**src/rtl/sync_rx_pkg.sv**
```systemverilog
package sync_rx_pkg;
    typedef enum logic [1:0] {
        ST_OFF,
        ST_HUNT,
        ST_ASSEM
    } rx_state_t;
endpackage

```
**src/rtl/sync_rx_shift.sv**
```systemverilog
module sync_rx_shift #(
    parameter int W = 8
) (
    input  logic         clk,
    input  logic         rst_n,
    input  logic         clr,
    input  logic         bit_en,
    input  logic         line_in,
    input  logic         loop_in,
    input  logic         loop_sel,
    output logic [W-1:0] win_nxt
);
    logic [W-1:0] sh;
    logic         din;

    always_comb begin
        din     = loop_sel ? loop_in : line_in;
        win_nxt = bit_en ? {din, sh[W-1:1]} : sh;
    end

    always_ff @(posedge clk) begin
        if (!rst_n || clr) sh <= '0;
        else               sh <= win_nxt;
    end
endmodule

```
**src/rtl/sync_rx_fsm.sv**
```systemverilog
module sync_rx_fsm
    import sync_rx_pkg::*;
#(
    parameter int CW = 4
) (
    input  logic          clk,
    input  logic          rst_n,
    input  logic          rx_enable,
    input  logic          bit_en,
    input  logic          match,
    input  logic          strip,
    input  logic [CW-1:0] last_idx,
    output logic          deliver,
    output logic          sync_seen,
    output logic          rx_active
);
    rx_state_t     state, state_nxt;
    logic [CW-1:0] cnt;
    logic          last;

    always_comb begin
        state_nxt = state;
        unique case (state)
            ST_OFF:   if (rx_enable) state_nxt = ST_HUNT;
            ST_HUNT:  if (!rx_enable) state_nxt = ST_OFF;
                      else if (bit_en && match) state_nxt = ST_ASSEM;
            ST_ASSEM: if (!rx_enable) state_nxt = ST_OFF;
        endcase
    end

    always_ff @(posedge clk) begin
        if (!rst_n) state <= ST_OFF;
        else        state <= state_nxt;
    end

    always_comb begin
        last      = (cnt == last_idx);
        deliver   = rx_enable && bit_en && (state == ST_ASSEM) && last
                    && !(strip && match);
        sync_seen = rx_enable && bit_en && match
                    && ((state == ST_HUNT) || ((state == ST_ASSEM) && last));
    end

    always_ff @(posedge clk) begin
        if (!rst_n) begin
            cnt       <= '0;
            rx_active <= 1'b0;
        end else if (!rx_enable) begin
            cnt       <= '0;
            rx_active <= 1'b0;
        end else begin
            if (state != ST_ASSEM) cnt <= '0;
            else if (bit_en)       cnt <= last ? '0 : cnt + 1'b1;
            if (deliver) rx_active <= 1'b1;
        end
    end

    AST_ACT_DROP: assert property (@(posedge clk) disable iff (!rst_n)
        !rx_enable |=> (!rx_active && state == ST_OFF));
    AST_ACT_RISE: assert property (@(posedge clk) disable iff (!rst_n)
        $rose(rx_active) |-> $past(deliver));
endmodule

```
**src/rtl/sync_rx_hold.sv**
```systemverilog
module sync_rx_hold #(
    parameter int W = 8
) (
    input  logic         clk,
    input  logic         rst_n,
    input  logic         deliver,
    input  logic         sync_seen,
    input  logic         rd,
    input  logic [W-1:0] new_char,
    output logic [W-1:0] rx_char,
    output logic         data_ready,
    output logic         overrun,
    output logic         sync_det
);
    always_ff @(posedge clk) begin
        if (!rst_n) begin
            rx_char    <= '0;
            data_ready <= 1'b0;
            overrun    <= 1'b0;
            sync_det   <= 1'b0;
        end else begin
            if (deliver) rx_char <= new_char;

            if (deliver)  data_ready <= 1'b1;
            else if (rd)  data_ready <= 1'b0;

            if (deliver && data_ready && !rd) overrun <= 1'b1;
            else if (rd)                      overrun <= 1'b0;

            if (sync_seen) sync_det <= 1'b1;
            else if (rd)   sync_det <= 1'b0;
        end
    end

    AST_OVR_SET: assert property (@(posedge clk) disable iff (!rst_n)
        (deliver && data_ready && !rd) |=> overrun);
    AST_READ_CLR: assert property (@(posedge clk) disable iff (!rst_n)
        (rd && !deliver) |=> !data_ready);
    AST_HOLD_STABLE: assert property (@(posedge clk) disable iff (!rst_n)
        !deliver |=> $stable(rx_char));
endmodule

```
**src/rtl/sync_char_rx.sv**
```systemverilog
module sync_char_rx #(
    parameter int W       = 8,
    parameter int MIN_LEN = 5,
    parameter int LSW     = 2
) (
    input  logic           clk,
    input  logic           rst_n,
    input  logic           bit_en,
    input  logic           line_rx,
    input  logic           loop_tx,
    input  logic           loop_sel,
    input  logic           rx_enable,
    input  logic           strip_sync,
    input  logic [LSW-1:0] len_sel,
    input  logic [W-1:0]   sync_char,
    input  logic           irq_en,
    input  logic           rd_strobe,
    output logic [W-1:0]   rx_char,
    output logic           data_ready,
    output logic           overrun,
    output logic           rx_active,
    output logic           sync_det,
    output logic           rx_irq
);
    localparam int CW = $clog2(W + 1);

    logic [CW-1:0] len, shamt, last_idx;
    logic [W:0]    mask_w;
    logic [W-1:0]  win_nxt, window, sync_m;
    logic          match, deliver, sync_seen;

    always_comb begin
        len      = CW'(MIN_LEN) + CW'(len_sel);
        shamt    = CW'(W) - len;
        last_idx = len - 1'b1;
        mask_w   = ((W+1)'(1) << len) - 1'b1;
        sync_m   = sync_char & mask_w[W-1:0];
        window   = win_nxt >> shamt;
        match    = (window == sync_m);
        rx_irq   = data_ready && irq_en;
    end

    sync_rx_shift #(.W(W)) u_shift (
        .clk(clk), .rst_n(rst_n), .clr(!rx_enable), .bit_en(bit_en),
        .line_in(line_rx), .loop_in(loop_tx), .loop_sel(loop_sel),
        .win_nxt(win_nxt)
    );

    sync_rx_fsm #(.CW(CW)) u_fsm (
        .clk(clk), .rst_n(rst_n), .rx_enable(rx_enable), .bit_en(bit_en),
        .match(match), .strip(strip_sync), .last_idx(last_idx),
        .deliver(deliver), .sync_seen(sync_seen), .rx_active(rx_active)
    );

    sync_rx_hold #(.W(W)) u_hold (
        .clk(clk), .rst_n(rst_n), .deliver(deliver), .sync_seen(sync_seen),
        .rd(rd_strobe), .new_char(window), .rx_char(rx_char),
        .data_ready(data_ready), .overrun(overrun), .sync_det(sync_det)
    );

    AST_UPPER_ZERO: assert property (@(posedge clk) disable iff (!rst_n)
        deliver |=> ((rx_char >> len) == '0));
endmodule

```
**config.mk**
```make
export PLATFORM = sky130hd
export DESIGN_NAME = sync_char_rx
export DESIGN_NICKNAME = d
export VERILOG_FILES = /design/src/rtl/sync_rx_pkg.sv /design/src/rtl/sync_rx_shift.sv /design/src/rtl/sync_rx_fsm.sv /design/src/rtl/sync_rx_hold.sv /design/src/rtl/sync_char_rx.sv
export SDC_FILE = /design/constraint.sdc
export NUM_CORES = 1
export LEC_CHECK = 0
export ABC_CLOCK_PERIOD_IN_PS = 3700
export BUFFER_PORTS_ARGS = -buffer_cell sky130_fd_sc_hd__buf_2
export CORE_ASPECT_RATIO = 2
export CORE_UTILIZATION = 23
export CTS_BUF_LIST = sky130_fd_sc_hd__clkbuf_8
export DETAILED_ROUTE_END_ITERATION = 8
export GPL_TIMING_DRIVEN = 0
export PLACE_DENSITY_LB_ADDON = 0.12
export SYNTH_ARGS = -nofsm -noshare
export SYNTH_HDL_FRONTEND = slang
export SYNTH_SLANG_ARGS = --single-unit
export TNS_END_PERCENT = 50
```
**constraint.sdc**
```tcl
create_clock -name clk -period 3.7 [get_ports clk]
set_input_delay 0.37 -clock clk [delete_from_list [all_inputs] [get_ports clk]]
set_output_delay 0.37 -clock clk [all_outputs]
set_load 0.02 [all_outputs]
```
After elaboration in Yosys (flattened, before gate mapping)
Cells that the tools add are included.
Word-level totals
  register bits after elaboration: 26
  word-level logic and storage cells: 63
  output and inout bits: 13
Operators by class
  shift-type cells: 2
  $add $sub $neg: 5
  reduce and logical (&&, ||, !) cells: 25
  bitwise operators: 3
  muxes and demuxes: 12
  eq/ne operators: 8
Operators with widths (count)
  $logic_and 1x1->1: 12
  $and 8x8->8: 1
  $eq 8x8->1: 1
  $mux 2: 4
  $mux 8: 1
  $shl 1x4->8 const A: 1
  $shr 8x4->8: 1
  $sub 8x1->8 const B: 1
  $ne 2x2->1 const B: 3
  $pmux 2 s3: 1
  $reduce_bool 2->1: 3
  $mux 1: 5
  $add 3x2->4 const A: 1
  $add 4x1->4 const B: 1
  $eq 4x4->1: 1
  $logic_not 1->1: 4
  $mux 4: 1
  $sub 4x1->4 const B: 1
  $sub 4x4->4 const A: 1
  $ne 3x2->1 const B: 1
  $reduce_and 3->1: 1
  $reduce_or 3->1: 1
  $eq 2x1->1 const B: 1
  $eq 2x2->1 const B: 1
  4 further kinds: 6

Longest topological paths before layout
  word-level depth: 11
  gate-level depth with buffers: 13
  gate-level depth less buffers: 9

Hierarchy
From an unflattened synthesis, not the netlist that was laid out.
Second synthesis, totals
  cell total of the unflattened synthesis: 170
  area total of the unflattened synthesis: 1696.6 µm²
By module, submodules not included
  sync_rx_fsm: area an instance 493.0 µm², cells an instance 49, times used 1
  sync_char_rx: area an instance 436.7 µm², cells an instance 58, times used 1
  sync_rx_hold: area an instance 414.1 µm², cells an instance 35, times used 1
  sync_rx_shift: area an instance 352.8 µm², cells an instance 28, times used 1

Worst setup path before layout
OpenSTA, ideal clock, no wires.
  path type: input -> register
  start point: input len_sel[0]
  end point: register u_hold.rx_char[7]
  setup time: 0.120 ns
  path buffers: 4
  data required time: 3.580 ns
  arrival: 3.194 ns
  slack: 0.386 ns
  cell stages on the path: 13
  cells stage by stage: buf_6 > buf_2 > or2_2 > ha_1 > buf_2 > mux4_2 > mux2i_1 > xnor2_1 > o311ai_0 > or4_4 > buf_6 > and2_1 > o31a_1
On the way
  word-level cells in the longest chain between the ends: 8
RTL lines
  from (decl): line sync_char_rx.sv:14  | input logic [LSW-1:0] len_sel,
  $add 3x2->4 *: line sync_char_rx.sv:33  | len = CW'(MIN_LEN) + CW'(len_sel);
  $shl 1x4->8: line sync_char_rx.sv:36  | mask_w = ((W+1)'(1) << len) - 1'b1;
  $sub 8x1->8: line sync_char_rx.sv:36
  $and 8x8->8: line sync_char_rx.sv:37  | sync_m = sync_char & mask_w[W-1:0];
  $eq 8x8->1: line sync_char_rx.sv:39  | match = (window == sync_m);
  $logic_and 1x1->1: line sync_rx_fsm.sv:39  | && !(strip && match);
  $logic_not 1->1: line sync_rx_fsm.sv:39
  $logic_and 1x1->1: line sync_rx_fsm.sv:39
  to (signal assigned): line sync_rx_hold.sv:22  | if (deliver) rx_char <= new_char;
  to (decl): line sync_rx_hold.sv:10  | output logic [W-1:0] rx_char,
Every way passes the cells marked *; elsewhere a longest branch is shown, timed or not.
A chain may end at the register's enable or synchronous reset.

Worst setup path after layout
Ends and elaborated chain as after synthesis.

==> summary.txt <==
Status
  – Outcome: complete, no violations

Floorplanning
  – I/O pins: 33
  – DIE WIDTH: 63.8 um
  – Starting Density: 0.240
  – Die Y: approximately 130 um
  – Row cnt: 44
  – Core area: 0.00732 mm2
  – Die ar.: ~0.008 mm2

Timing
  – Max Slew Vio Count: 0
  – Final min period: 3.45 ns
  – Slew headroom: 0.473
  – RSZ-0062 raised after global routing: false
  – Worst-Margin Slew: between 0.7 and 0.8 ns
  – # setup viols final: 0
  – Setup TNS: 0 ns
  – Skew final: 0.00279 ns
  – Final hold vios: 0
  – Peak Freq: 290 MHz
  – Fin worst setup slack: about 0.25 ns
  – Period utilization: 0.931

Place
  – Dpl ws: -0.160 ns
  – Hpwl dp: 3920 um
  – Number of port buffers: 31
  – Placed inst area: ~0.002 mm2
  – Final GP Congestion: 0.803
  – Placed cell count: 317

Yosys
  – Mapped Cells: 193
  – Yosys warns: 0
  – Post-synth ARST share: 0
  – Syn Std Cell Area: 0.00176 mm2
  – Mux cell area share after synthesis: 0.213
  – Compound-Gate Fraction of Synth Area: 0.154
  – Sequential area share after synthesis: 0.296
  – Main synth FF type: dfxtp_1
  – Synth Area in Adders: 0.0427
  – Distinct cells, synth: 51
  – Avg Inst Size Synth: approximately 9 um2
  – Post-synth EDFFs: 0
  – Synth Area in Simple Gates: 0.199
  – Largest family of logic cells by synthesized area: multiplexers
  – Post-synthesis xor/xnor area fraction: 0.0448
  – Seq cells post-synth: 26

Cells and area
  – Post-route insts no fill: roughly 320
  – Sequential cell area: 520 um2
  – Layout Area Growth over Synthesis: 19.4%
  – Multi-input gate area: about 0.0012 mm2
  – Filler instances: 815
  – Layout cell share with drive strength beyond 1: 0.249
  – Ant. Diodes: 0
  – Design area: 0.00210 mm2
  – Nets@finish: 256

Clock network
  – Worst-path clk slew: 0.10 ns
  – Clk buf depth: 2
  – Clk root buf: clkbuf_8
  – Htree depth: 1
  – Clk_lat worst skew: ~0.29 ns
  – CTS Hold Buffers Added: 0
  – Postcts setup bufs: 0
  – CTS tree: done
  – CTS Buf Count: 3
  – Post-CTS Resized: 0
  – Clock Sinks: 26

Setup path
  – CP endpoint kind: flip-flop
  – Startpoint Class: input pin
  – CP bufs+invs: 5
  – Crit path max fanout: 10
  – CP Class: input pin to flip-flop
  – Critical Path, Cell by Cell: buf_2, buf_6, buf_2, or2_2, ha_1, clkbuf_4, mux4_2, mux2i_2, xnor2_1, o311ai_0, or4_4, buf_6, and2_1, o31a_1
  – CP required: 3.89 ns
  – CP peak stage delay: 0.56 ns
  – CP max-delay cell: or4_4
  – Worst EP arrival: around 3.6 ns
  – CP delay by family, top: simple AND/OR/NAND/NOR gates

Worst hold path
  – Worst min path class: input pin to flip-flop

GRT
  – Initial antenna violation count: 0
  – First-pass GRT wire length: about 8000 um
  – Total track usage: 0.131
  – Largest net degree at the start of global routing: 15
  – Vias in the first global route: roughly 1600
  – Grt ovf: 0

Routing
  – Vias: 1515
  – Wire length per cell: 15.1 um
  – DR pass1 iterations: 4
  – Routed vias/inst: 4.72
  – Drt first-iter violations: 39
  – Final ANT Viol Nets: 0
  – Routed WL: ~4800 um
  – Residual DRC: 0

Power and ir drop
  – Tot Pwr: 587 uW
  – Worst IR drop on VDD: ~110 uV
  – Power density over the cells: 279 mW/mm2
  – Pleak: 0.851 nW

Run
  – Max-Cap Viols: 0
## worst paths after layout
kind	start	endpoint	slack (ns)	cells past startpoint
worst max-delay path	len_sel[0]	u_hold.rx_char[7]	0.25	14
worst min-delay path	rd_strobe	u_hold.overrun	0.26	2
worst max register to register	u_shift.sh[4]	u_hold.rx_char[7]	0.94	8
worst min register to register	u_hold.overrun	u_hold.overrun	0.45	2
## worst register-to-register path: cells and delay by family (launching register included)
family,cells,cell delay [ns]
AO/OA/AOI/OAI,2,0.44
buffers and inverters,1,0.16
AND/OR/NAND/NOR,2,0.71
multiplexers,2,0.82
flip-flops,1,0.38
XOR/XNOR,1,0.16
## cell usage after synthesis, drive strengths merged (5+ instances only)
cell type,instances,area (um2)
o211ai,5,37.5
xor2,6,52.6
inv,7,26.3
nand2b,7,43.8
dfxtp,26,521
nor2,16,60.1
mux4,5,116
o21ai,6,33.8
buf,5,40.0
ha,6,75.1
mux2i,20,213
nand2,20,75.1
## report_power, final
group	switching (mW)	leakage (nW)	internal (mW)
Combinational	0.0592	0.612	0.0424
Clock	0.106	0.0288	0.0958
Sequential	0.00166	0.210	0.282
Total	0.167	0.851	0.420
## cell families (layout without fill, tap and decap cells)
family	Yosys count	count (layout)
AO/OA/AOI/OAI	36	36
XOR/XNOR	9	9
adder cells (fa/ha/maj)	6	6
buffers and inverters	17	52
flip-flops	26	26
multiplexers	29	29
other	1	2
AND/OR/NAND/NOR	69	69
## cells in the final DEF (no fill, tap or decap), types with 2 or more instances in the layout
| master | instances |
|---|---|
| o211ai_1 | 5 |
| mux2i_1 | 18 |
| clkbuf_1 | 4 |
| xnor2_1 | 3 |
| o31ai_1 | 3 |
| conb_1 | 2 |
| o21ai_0 | 5 |
| dfxtp_1 | 26 |
| or2_2 | 3 |
| inv_1 | 7 |
| a31oi_1 | 2 |
| xor2_1 | 6 |
| nand2b_1 | 7 |
| mux2_2 | 4 |
| mux4_2 | 4 |
| nor3_1 | 2 |
| nor2b_1 | 3 |
| nand4_1 | 3 |
| ha_1 | 6 |
| nor2_1 | 16 |
| nand3_1 | 4 |
| nand2_1 | 20 |
| clkbuf_8 | 4 |
| nand4b_1 | 2 |
| and2_1 | 3 |
| a21oi_1 | 4 |
| buf_6 | 2 |
| o211a_1 | 2 |
| o21a_1 | 2 |
| buf_2 | 32 |
| a211oi_1 | 2 |
## stage by stage
| step | utilization | hold slack (ns) |
|---|---|---|
| finish | 0.287 | 0.261 |
| global placement | 0.278 | 0.441 |
| floorplan | - | 0.448 |
| detailed placement | 0.278 | 0.443 |
| global route | 0.287 | 0.259 |
| CTS | 0.285 | 0.254 |
## sequential cells by signal (all words and copies together), names as in the netlist
name and cells:
u_hold.rx_char 8, u_shift.sh 8, u_fsm.cnt 4, u_fsm.state 2, u_fsm.rx_active 1, u_hold.data_ready 1, u_hold.overrun 1, u_hold.sync_det 1
## cell type report
cell class | count | area share
sequential | 26 | 0.248
buffer | 9 | 0.0274
tap | 92 | 0.0548
clock buffer | 4 | 0.0262
inverter | 8 | 0.0143
timing repair buffer | 31 | 0.0739
multi-input combinational | 151 | 0.556
## metal layers
metal / vias up / global-route usage / part of all wire
met1: 703 / 0.127 / 0.36
met2: 31 / 0.258 / 0.58
met4: 0 / 0.0642 / 0.030
met3: 9 / 0.0145 / 0.030
met5: - / 0 / 0
li1: 772 / - / -
Note: power is estimated with default switching activity, not from simulation.
